===== config.mk =====
export PLATFORM = sky130hd
export DESIGN_NAME = siob_port
export DESIGN_NICKNAME = d
export VERILOG_FILES = /design/src/rtl/siob_pkg.sv /design/src/rtl/siob_sync.sv /design/src/rtl/siob_clkgen.sv /design/src/rtl/siob_shift.sv /design/src/rtl/siob_port.sv
export SDC_FILE = /design/constraint.sdc
export NUM_CORES = 1
export LEC_CHECK = 0
export BUFFER_PORTS_ARGS = -buffer_cell sky130_fd_sc_hd__buf_2
export CORE_ASPECT_RATIO = 1.75
export CORE_MARGIN = 3
export CORE_UTILIZATION = 44
export CTS_CLUSTER_SIZE = 20
export DETAILED_ROUTE_END_ITERATION = 10
export GPL_ROUTABILITY_DRIVEN = 0
export HOLD_SLACK_MARGIN = 0.1
export PLACE_DENSITY = 0.69
export RECOVER_POWER = 100
export SYNTH_ARGS = -nofsm -noshare
export SYNTH_HDL_FRONTEND = slang
export SYNTH_SLANG_ARGS = --single-unit
export TNS_END_PERCENT = 100

===== constraint.sdc =====
create_clock -name clk -period 3.62 [get_ports clk]
set_input_delay 0 -clock clk [delete_from_list [all_inputs] [get_ports clk]]
set_output_delay 0 -clock clk [all_outputs]
set_load 0.02 [all_outputs]

===== src/rtl/siob_pkg.sv =====
package siob_pkg;

    // Serial clock events seen by the shift engine in one system cycle
    typedef struct packed {
        logic rise;
        logic fall;
    } siob_edge_t;

endpackage


===== src/rtl/siob_sync.sv =====
module siob_sync #(
    parameter int           W       = 2,
    parameter logic [W-1:0] RST_VAL = '0
) (
    input  logic         clk,
    input  logic         rst_n,
    input  logic [W-1:0] async_i,
    output logic [W-1:0] sync_o
);

    typedef struct packed {
        logic [W-1:0] s1;
        logic [W-1:0] s2;
    } sync_st_t;

    sync_st_t st_d, st_q;

    always_comb begin
        st_d    = st_q;
        st_d.s1 = async_i;
        st_d.s2 = st_q.s1;
    end

    always_ff @(posedge clk or negedge rst_n) begin
        if (!rst_n) st_q <= '{s1: RST_VAL, s2: RST_VAL};
        else        st_q <= st_d;
    end

    assign sync_o = st_q.s2;

endmodule


===== src/rtl/siob_clkgen.sv =====
module siob_clkgen
    import siob_pkg::*;
#(
    parameter int DIV_W    = 6,
    parameter int CNT_W    = 5,
    parameter int HALF_MIN = 3
) (
    input  logic             clk,
    input  logic             rst_n,
    input  logic             start,
    input  logic [DIV_W-1:0] half_div,
    input  logic [CNT_W-1:0] nbits,
    output logic             sck,
    output logic             active,
    output siob_edge_t       edge_o
);

    localparam logic [DIV_W-1:0] HALF_FLOOR = DIV_W'(HALF_MIN);

    typedef struct packed {
        logic             active;
        logic             sck;
        logic [DIV_W-1:0] cnt;
        logic [CNT_W-1:0] rises;
    } gen_st_t;

    gen_st_t    st_d, st_q;
    logic [DIV_W-1:0] half;

    always_comb begin
        half   = (half_div < HALF_FLOOR) ? HALF_FLOOR : half_div;
        st_d   = st_q;
        edge_o = '0;
        if (!st_q.active) begin
            if (start) begin
                st_d.active = 1'b1;
                st_d.sck    = 1'b1;
                st_d.cnt    = '0;
                st_d.rises  = '0;
            end
        end else if (st_q.cnt == half - DIV_W'(1)) begin
            st_d.cnt = '0;
            st_d.sck = !st_q.sck;
            if (st_q.sck) begin
                edge_o.fall = 1'b1;
            end else begin
                edge_o.rise = 1'b1;
                st_d.rises  = st_q.rises + CNT_W'(1);
                if (st_q.rises == nbits - CNT_W'(1)) st_d.active = 1'b0;
            end
        end else begin
            st_d.cnt = st_q.cnt + DIV_W'(1);
        end
    end

    always_ff @(posedge clk or negedge rst_n) begin
        if (!rst_n) st_q <= '{active: 1'b0, sck: 1'b1, cnt: '0, rises: '0};
        else        st_q <= st_d;
    end

    assign sck    = st_q.sck;
    assign active = st_q.active;

endmodule


===== src/rtl/siob_shift.sv =====
module siob_shift
    import siob_pkg::*;
#(
    parameter int WMAX  = 16,
    parameter int WMIN  = 8,
    parameter int CNT_W = 5
) (
    input  logic             clk,
    input  logic             rst_n,
    input  logic             load,
    input  logic [WMAX-1:0]  load_word,
    input  logic             wide,
    input  logic [CNT_W-1:0] nbits,
    input  siob_edge_t       edge_i,
    input  logic             sdi,
    output logic             sdo,
    output logic             last,
    output logic [WMAX-1:0]  rx_next
);

    localparam int PAD = WMAX - WMIN;

    typedef struct packed {
        logic [WMAX-1:0]  tx_sh;
        logic [WMAX-1:0]  rx_sh;
        logic [CNT_W-1:0] bits;
    } sh_st_t;

    sh_st_t st_d, st_q;
    logic [WMAX-1:0] rx_shift;

    always_comb begin
        st_d     = st_q;
        last     = 1'b0;
        rx_shift = {st_q.rx_sh[WMAX-2:0], sdi};
        rx_next  = wide ? rx_shift : WMAX'(rx_shift[WMIN-1:0]);
        if (load) begin
            st_d.tx_sh = wide ? load_word : (WMAX'(load_word[WMIN-1:0]) << PAD);
            st_d.rx_sh = '0;
            st_d.bits  = '0;
        end else if (edge_i.rise) begin
            st_d.rx_sh = rx_shift;
            if (st_q.bits == nbits - CNT_W'(1)) begin
                last      = 1'b1;
                st_d.bits = '0;
            end else begin
                st_d.bits = st_q.bits + CNT_W'(1);
            end
        end else if (edge_i.fall && (st_q.bits != '0)) begin
            st_d.tx_sh = st_q.tx_sh << 1;
        end
    end

    always_ff @(posedge clk or negedge rst_n) begin
        if (!rst_n) st_q <= '0;
        else        st_q <= st_d;
    end

    assign sdo = st_q.tx_sh[WMAX-1];

endmodule


===== src/rtl/siob_port.sv =====
module siob_port
    import siob_pkg::*;
#(
    parameter int WMAX     = 16,
    parameter int WMIN     = 8,
    parameter int DIV_W    = 6,
    parameter int HALF_MIN = 3
) (
    input  logic             clk,
    input  logic             rst_n,
    input  logic             mode_master,
    input  logic             word16,
    input  logic [DIV_W-1:0] half_div,
    input  logic             tx_load,
    input  logic [WMAX-1:0]  tx_word,
    input  logic             rx_read,
    output logic [WMAX-1:0]  rx_word,
    output logic             xfer_done,
    input  logic             sck_in,
    output logic             sck_out,
    input  logic             sdi,
    output logic             sdo,
    output logic             busy
);

    localparam int CNT_W = $clog2(WMAX + 1);

    typedef struct packed {
        logic [WMAX-1:0] rx;
        logic            done;
        logic            busy;
        logic            sck_prev;
    } port_st_t;

    port_st_t st_d, st_q;

    logic [1:0]       pins_s;
    logic             sck_s, sdi_s;
    logic [CNT_W-1:0] nbits;
    logic             gen_sck, gen_active, gen_start, sh_load;
    siob_edge_t       gen_edge, slv_edge, edge_sel;
    logic             word_last;
    logic [WMAX-1:0]  rx_next;
    logic             sel_rise, sel_fall;

    // bit 0: serial clock (idles high), bit 1: serial data
    siob_sync #(.W(2), .RST_VAL(2'b01)) u_sync (
        .clk     (clk),
        .rst_n   (rst_n),
        .async_i ({sdi, sck_in}),
        .sync_o  (pins_s)
    );

    assign sck_s = pins_s[0];
    assign sdi_s = pins_s[1];
    assign nbits = word16 ? CNT_W'(WMAX) : CNT_W'(WMIN);

    assign gen_start = mode_master && tx_load && !gen_active;
    assign sh_load   = tx_load && !(mode_master && gen_active);

    siob_clkgen #(.DIV_W(DIV_W), .CNT_W(CNT_W), .HALF_MIN(HALF_MIN)) u_gen (
        .clk      (clk),
        .rst_n    (rst_n),
        .start    (gen_start),
        .half_div (half_div),
        .nbits    (nbits),
        .sck      (gen_sck),
        .active   (gen_active),
        .edge_o   (gen_edge)
    );

    always_comb begin
        slv_edge.rise = sck_s && !st_q.sck_prev;
        slv_edge.fall = !sck_s && st_q.sck_prev;
        if (mode_master)   edge_sel = gen_edge;
        else if (st_q.busy) edge_sel = '0;
        else               edge_sel = slv_edge;
        sel_rise = edge_sel.rise;
        sel_fall = edge_sel.fall;
    end

    siob_shift #(.WMAX(WMAX), .WMIN(WMIN), .CNT_W(CNT_W)) u_shift (
        .clk       (clk),
        .rst_n     (rst_n),
        .load      (sh_load),
        .load_word (tx_word),
        .wide      (word16),
        .nbits     (nbits),
        .edge_i    (edge_sel),
        .sdi       (sdi_s),
        .sdo       (sdo),
        .last      (word_last),
        .rx_next   (rx_next)
    );

    always_comb begin
        st_d          = st_q;
        st_d.sck_prev = sck_s;
        if (word_last) begin
            st_d.rx   = rx_next;
            st_d.done = 1'b1;
            st_d.busy = 1'b1;
        end else begin
            if (rx_read) begin
                st_d.done = 1'b0;
                st_d.busy = 1'b0;
            end
            if (tx_load) st_d.busy = 1'b0;
        end
    end

    always_ff @(posedge clk or negedge rst_n) begin
        if (!rst_n) st_q <= '{rx: '0, done: 1'b0, busy: 1'b0, sck_prev: 1'b1};
        else        st_q <= st_d;
    end

    assign rx_word   = st_q.rx;
    assign xfer_done = st_q.done;
    assign busy      = st_q.busy;
    assign sck_out   = mode_master ? gen_sck : 1'b1;

endmodule


==> results of run 1 <==
-- critical path, delay by kind of cell --
family | cells | cell delay [ns]
fa+ha+maj | 1 | 0.32
compound gates | 4 | 1.81
buf+inv | 1 | 0.11
xor+xnor | 1 | 0.12
simple gates | 3 | 0.76
-- cell usage after synthesis (all sizes together), types with 3 or more instances --
| master | number | area [um2] |
|---|---|---|
| inv | 14 | 52.6 |
| o2bb2ai | 3 | 26.3 |
| mux2 | 8 | 90.1 |
| nand2 | 25 | 93.8 |
| o211ai | 4 | 30.0 |
| buf | 24 | 169 |
| dfrtp | 68 | 1700 |
| nor4 | 3 | 18.8 |
| a22oi | 8 | 60.1 |
| a31oi | 18 | 119 |
| nor4b | 3 | 26.3 |
| clkbuf | 18 | 67.6 |
| nand3 | 26 | 135 |
| ha | 5 | 62.6 |
| nor3 | 4 | 25.0 |
| o21ai | 43 | 215 |
| nand2b | 3 | 18.8 |
| mux2i | 19 | 190 |
| nor2b | 4 | 25.0 |
| a31o | 3 | 26.3 |
| a21oi | 38 | 201 |
| xor2 | 5 | 43.8 |
| nor2 | 9 | 33.8 |
| and3 | 3 | 18.8 |
| dfstp | 4 | 105 |
| xnor2 | 4 | 35.0 |
-- stage by stage --
stage               cells  power (W)
floorplan             389    0.00131
global placement      519    0.00142
detailed placement    519    0.00144
CTS                   556    0.00247
global route          556    0.00257
finish                556    0.00244
-- flip-flops by register name (all words and copies together) (netlist names) --
signal and count:
u_gen.sck 1, u_shift.st_q 20, u_gen.st_q 11, xfer_done 1
u_sync.st_d 2, u_shift.rx_shift 15, busy 1, st_q 1
u_shift.sdo 1, rx_word 16, u_sync.sync_o 2, u_gen.active 1
-- layout make-up --
class | instances | area (um2)
fillers | 771 | 3840
clock buffers | 9 | 225
inverters | 14 | 52.6
repair buffers | 78 | 482
well taps | 115 | 144
flip-flops and latches | 72 | 1810
multi-input cells | 261 | 1690
clock inverters | 7 | 120
-- kinds of logic after synthesis --
kind of cell               share of synthesized area [%]
DFF                                                 47.6
buffers and inverters                               7.61
adders and majority gates                           1.65
xor gates and xnor gates                            2.08
AOI/OAI and AO/OA                                   21.0
and+or+nand+nor                                     12.7
muxes                                               7.38
-- per-layer routing --
metal,global-route usage [%],part of all wire (%),vias up
met5,0,0,-
met3,3.29,3.5,16
met1,19.9,40,1495
met4,9.61,2.7,0
met2,34.3,54,80
li1,-,-,1496
-- how the worst max path moves through the flow --
stage	startpoint	to	slack (ns)	cells past startpoint
after global placement	half_div[4]	rx_word[13]	0.74	12
after floorplan	half_div[5]	rx_word[1]	1.22	9
final	half_div[5]	u_gen.st_q[9]	0.71	10
after global routing	half_div[5]	u_gen.st_q[7]	0.39	10
after CTS	half_div[5]	rx_word[15]	0.91	12
after detailed placement	half_div[5]	rx_word[12]	0.58	12
-- power breakdown --
| group | internal, W | total, W | switching [W] |
|---|---|---|---|
| registers | 0.000905 | 0.00100 | 0.0000994 |
| clock network | 0.000672 | 0.00101 | 0.000339 |
| logic | 0.000193 | 0.000422 | 0.000229 |
| total | 0.00177 | 0.00244 | 0.000668 |
-- repair_timing --
action | in CTS | in global routing
setup buffers | 0 | 0
endpoints found under the hold margin | 39 | 0
endpoints found under the setup margin | 0 | 0
hold buffers | 21 | 0
==> flow_metrics.tcl, run 1 <==
set metrics [dict create \
    status "finished, violations left" \
    violations "max-capacitance violations, max-slew violations" \
    final_cell_mix "68 x dfrtp_1, 43 x o21ai_0, 36 x a21oi_1" \
    worstRegToRegCells 6 \
    setup_tns_ns 0 \
    num_io_pins 50 \
    yosysSeqAreaShare_pct 47.6 \
    die_y_um 129 \
    hp-start "mode_master" \
    ff2ff_setup_slack_ns 0.75 \
    grt-ovfl-total 0 \
    vias_per_cell 5.55 \
    final_common_cell "dfrtp_1" \
    synth.net_count 424 \
    start_util_pct 45.4 \
    slew_violations 33 \
    htree_num_levels 3 \
    reg2reg_to "u_shift.st_q[31]" \
    grt_pass1_vias 3177 \
    port_buffers 49 \
    dieArea_um2 9820 \
    syn_area_um2 3800 \
    fin_crit_sh_pct 80.4 \
    place_ws_ns 0.580 \
    path_cells "clkbuf_1 -> nor4_1 -> nor2_1 -> ha_1 -> xnor2_1 -> a2111oi_0 -> o211ai_1 -> o21ai_0 -> nor3_1 -> a211o_1" \
    clkSinkCount 72 \
    drc 0 \
    netlist_instances 389 \
    antennaDiodeCount 0 \
    start_kind "input port" \
    ant_nets 0 \
    worstSetupEndpointType "flop" \
    holdWs_ns 0.173 \
    rows 44 \
    drive_above_1_share_pct 15.2 \
    clock_path_buffers 2 \
    areaGrowthSynthToFinish_pct 19.2 \
    whs_path_depth 3 \
    crit_slowest_cell "o21ai_0" \
    cts_tree "done" \
    min_period_ns 2.91 \
    die_w_um 76.2 \
    power_density_nw_per_um2 539 \
    root_buffer "clkbuf_16" \
    grt_max_degree 33 \
    routed_wl_mm 8.58 \
    cts_buffers 9 \
    finalSetupViolCount 0 \
    peakVddDrop_uv 460 \
    rsz0062_at_grt "false" \
    track_usage_pct 18.5 \
    critPathKind "in2reg" \
    cts-resized-gates 0 \
    min_path_type "in2reg" \
    arrival_ns 3.13 \
    final_util_pct 54.1 \
    clkLatencyLatePin_ns 0.33 \
    drtIter0Drc 174 \
    yosys_most_used_dff "dfrtp_1" \
    ys_ff_latch 72 \
    p_leak_nw 1.94 \
    clkTransAtPathRegs_ns 0.06 \
    syn_area_per_cell_um2 9.76 \
    max_freq_ghz 0.344 \
    placed_area_um2 4030 \
    min_to "u_gen.st_q[4]" \
    path_max_fanout 8 \
    core-area_um2 8370 \
    synth_edf_count 0 \
    nets 471 \
    relSlewSlack_pct -12.8 \
    hpwl_mm 5.92 \
    synthArstFlopShare_pct 100 \
    critical_path_required_ns 3.84 \
    clock_skew_ns 0.00692 \
    grt_pass1_wl_mm 14.6 \
    synth_cell_types 54 \
    r2r-start "u_gen.st_q[10]" \
    ys.warnings.count 0 \
    critPathMaxStageDelay_ns 0.74 \
    hold_viol 0 \
    stdcell_area_um2 4520 \
    worst_slack_ns 0.709 \
    vias 3087 \
    first_pass_iters 4 \
    antenna_found_initial 0 \
    max_cap_violations 1 \
    routedWlPerCell_um 15.4 \
    tightest_slew_ns 1.69 \
]
No activity file was read; power rests on OpenSTA's default activity.
==> run 2: changes to the inputs <==
- clock period: 3.62 -> 3.04 ns (I/O delays scaled with it)
==> run 2 against run 1 <==
The run still ends with max-capacitance violations, max-slew violations left; power up 16%; core utilization is 0.075 points lower; register-to-register slack worse by 0.32 ns; clock power increased by 11%; routed wire length decreased by 1.3%; worst setup slack lost 0.32 ns; clock skew down 0.0025 ns; via count increased by 0.58%; sequential cell count did not move; sequential power up 19%; sequential share of layout area grew 0.055 points; largest cell class unchanged; largest power group is now sequential cells.
==> flow_metrics.tcl, run 2 (synthesis results as in run 1) <==
set metrics [dict create \
    status "finished, violations left" \
    violations "max-capacitance violations, max-slew violations" \
    htree_num_levels 3 \
    layout.cells.non_filler 556 \
    clkSinkCount 72 \
    vias_per_cell 5.58 \
    fin_crit_sh_pct 87.4 \
    worstSetupStartpoint "half_div[4]" \
    arrival_ns 2.91 \
    critPathKind "in2reg" \
    min_path_type "in2reg" \
    antenna_found_initial 0 \
    setup_tns_ns 0 \
    grt_max_degree 73 \
    max_freq_ghz 0.377 \
    drc 0 \
    first_pass_iters 4 \
    clkLatencyLatePin_ns 0.33 \
    drtIter0Drc 158 \
    cts_buffers 9 \
    stdcell_area_um2 4520 \
    max_cap_violations 1 \
    cts-resized-gates 0 \
    ant_nets 0 \
    die_y_um 129 \
    antennaDiodeCount 0 \
    die_w_um 76.2 \
    final_cell_mix "68 x dfrtp_1, 42 x o21ai_0, 36 x a21oi_1" \
    worstSetupEndpointType "flop" \
    p_leak_nw 1.95 \
    multi_input_comb_area_um2 1710 \
    critical_path_required_ns 3.29 \
    dieArea_um2 9820 \
    grt_pass1_wl_mm 14.5 \
    track_usage_pct 18.1 \
    relSlewSlack_pct -17.9 \
    crit_slowest_cell "nor4_1" \
    hold_viol 0 \
    path_max_fanout 19 \
    areaGrowthSynthToFinish_pct 19.0 \
    holdWs_ns 0.185 \
    grt_pass1_vias 3155 \
    rows 44 \
    dpl.cell_count 518 \
    clock_path_buffers 2 \
    largest_reg_flops 20 \
    crit_top_cell "clkbuf_1" \
    nets 471 \
    core-area_um2 8370 \
    largest-register "u_shift.st_q" \
    routed_wl_mm 8.47 \
    r2r-start "u_gen.st_q[10]" \
    port_buffers 49 \
    ff_latch_area_um2 1810 \
    tightest_slew_ns 1.77 \
    drive_above_1_share_pct 15.9 \
    grt-ovfl-total 0 \
    path_cells "clkbuf_1 -> nor4_1 -> nor2_1 -> ha_1 -> xnor2_1 -> a2111oi_2 -> o211a_1 -> nand3_1 -> clkbuf_1 -> a21oi_1 -> mux2i_1" \
    ff2ff_setup_slack_ns 0.43 \
    min_period_ns 2.66 \
    worstRegToRegCells 7 \
    clkTransAtPathRegs_ns 0.05 \
    root_buffer "clkbuf_16" \
    reg2reg_to "rx_word[14]" \
    n_fill_cell 755 \
    start_util_pct 45.4 \
    post-cts-setup-buffer-count 0 \
    final_common_cell "dfrtp_1" \
    rsz0062_at_grt "false" \
    cts_tree "done" \
    routedWlPerCell_um 15.2 \
    start_kind "input port" \
    critPathMaxStageDelay_ns 0.54 \
    ctsHoldBuffers 22 \
    vias 3105 \
    finalSetupViolCount 0 \
    slew_violations 73 \
    crit_end "u_shift.st_q[4]" \
    power_density_nw_per_um2 626 \
    peakVddDrop_uv 383 \
    hpwl_mm 5.75 \
    placed_area_um2 4020 \
    num_io_pins 50 \
    clock_skew_ns 0.00438 \
]
## run 2: layout make-up
class | count | area share (%)
sequential | 72 | 40.0
multi-input combinational | 261 | 37.8
timing repair buffer | 78 | 10.8
clock buffer | 10 | 5.29
tap | 115 | 3.18
clock inverter | 6 | 1.83
inverter | 14 | 1.16
## run 2: routing by layer
metal	routed length, um	GRT usage [%]	vias up
met1	3420	20.4	1508
met4	294	10.2	0
met3	313	3.01	21
met2	4440	32.3	87
li1	-	-	1489
met5	0	0	-
## run 2: stage by stage
step	util, %	setup slack [ns]	power, W
detailed placement	48.0	0.198	0.00171
floorplan	-	0.641	0.00156
global route	54.0	0.167	0.00298
CTS	54.5	0.537	0.00287
global placement	48.0	0.323	0.00169
finish	54.0	0.384	0.00283
## run 2: report_power, final
part           internal, W  switching (W)
clock             0.000735       0.000383
sequential         0.00108       0.000117
combinational     0.000235       0.000280
## run 2: critical path, delay by kind of cell
kind	cells	cell delay, ns
AOI/OAI and AO/OA	3	0.94
and+or+nand+nor	3	0.78
buffers and inverters	2	0.53
adders and majority gates	1	0.33
muxes	1	0.20
xor gates and xnor gates	1	0.14
## run 2: how the worst min path moves through the flow
stage	cells past startpoint	startpoint	endpoint	slack [ns]
finish	3	mode_master	u_gen.st_q[4]	0.19
detailed placement	1	sck_in	u_sync.st_d[0]	0.11
global placement	1	sdi	u_sync.st_d[1]	0.11
CTS	3	mode_master	u_gen.st_q[4]	0.18
global route	3	word16	rx_word[10]	0.23
floorplan	0	rst_n	busy	-0.30
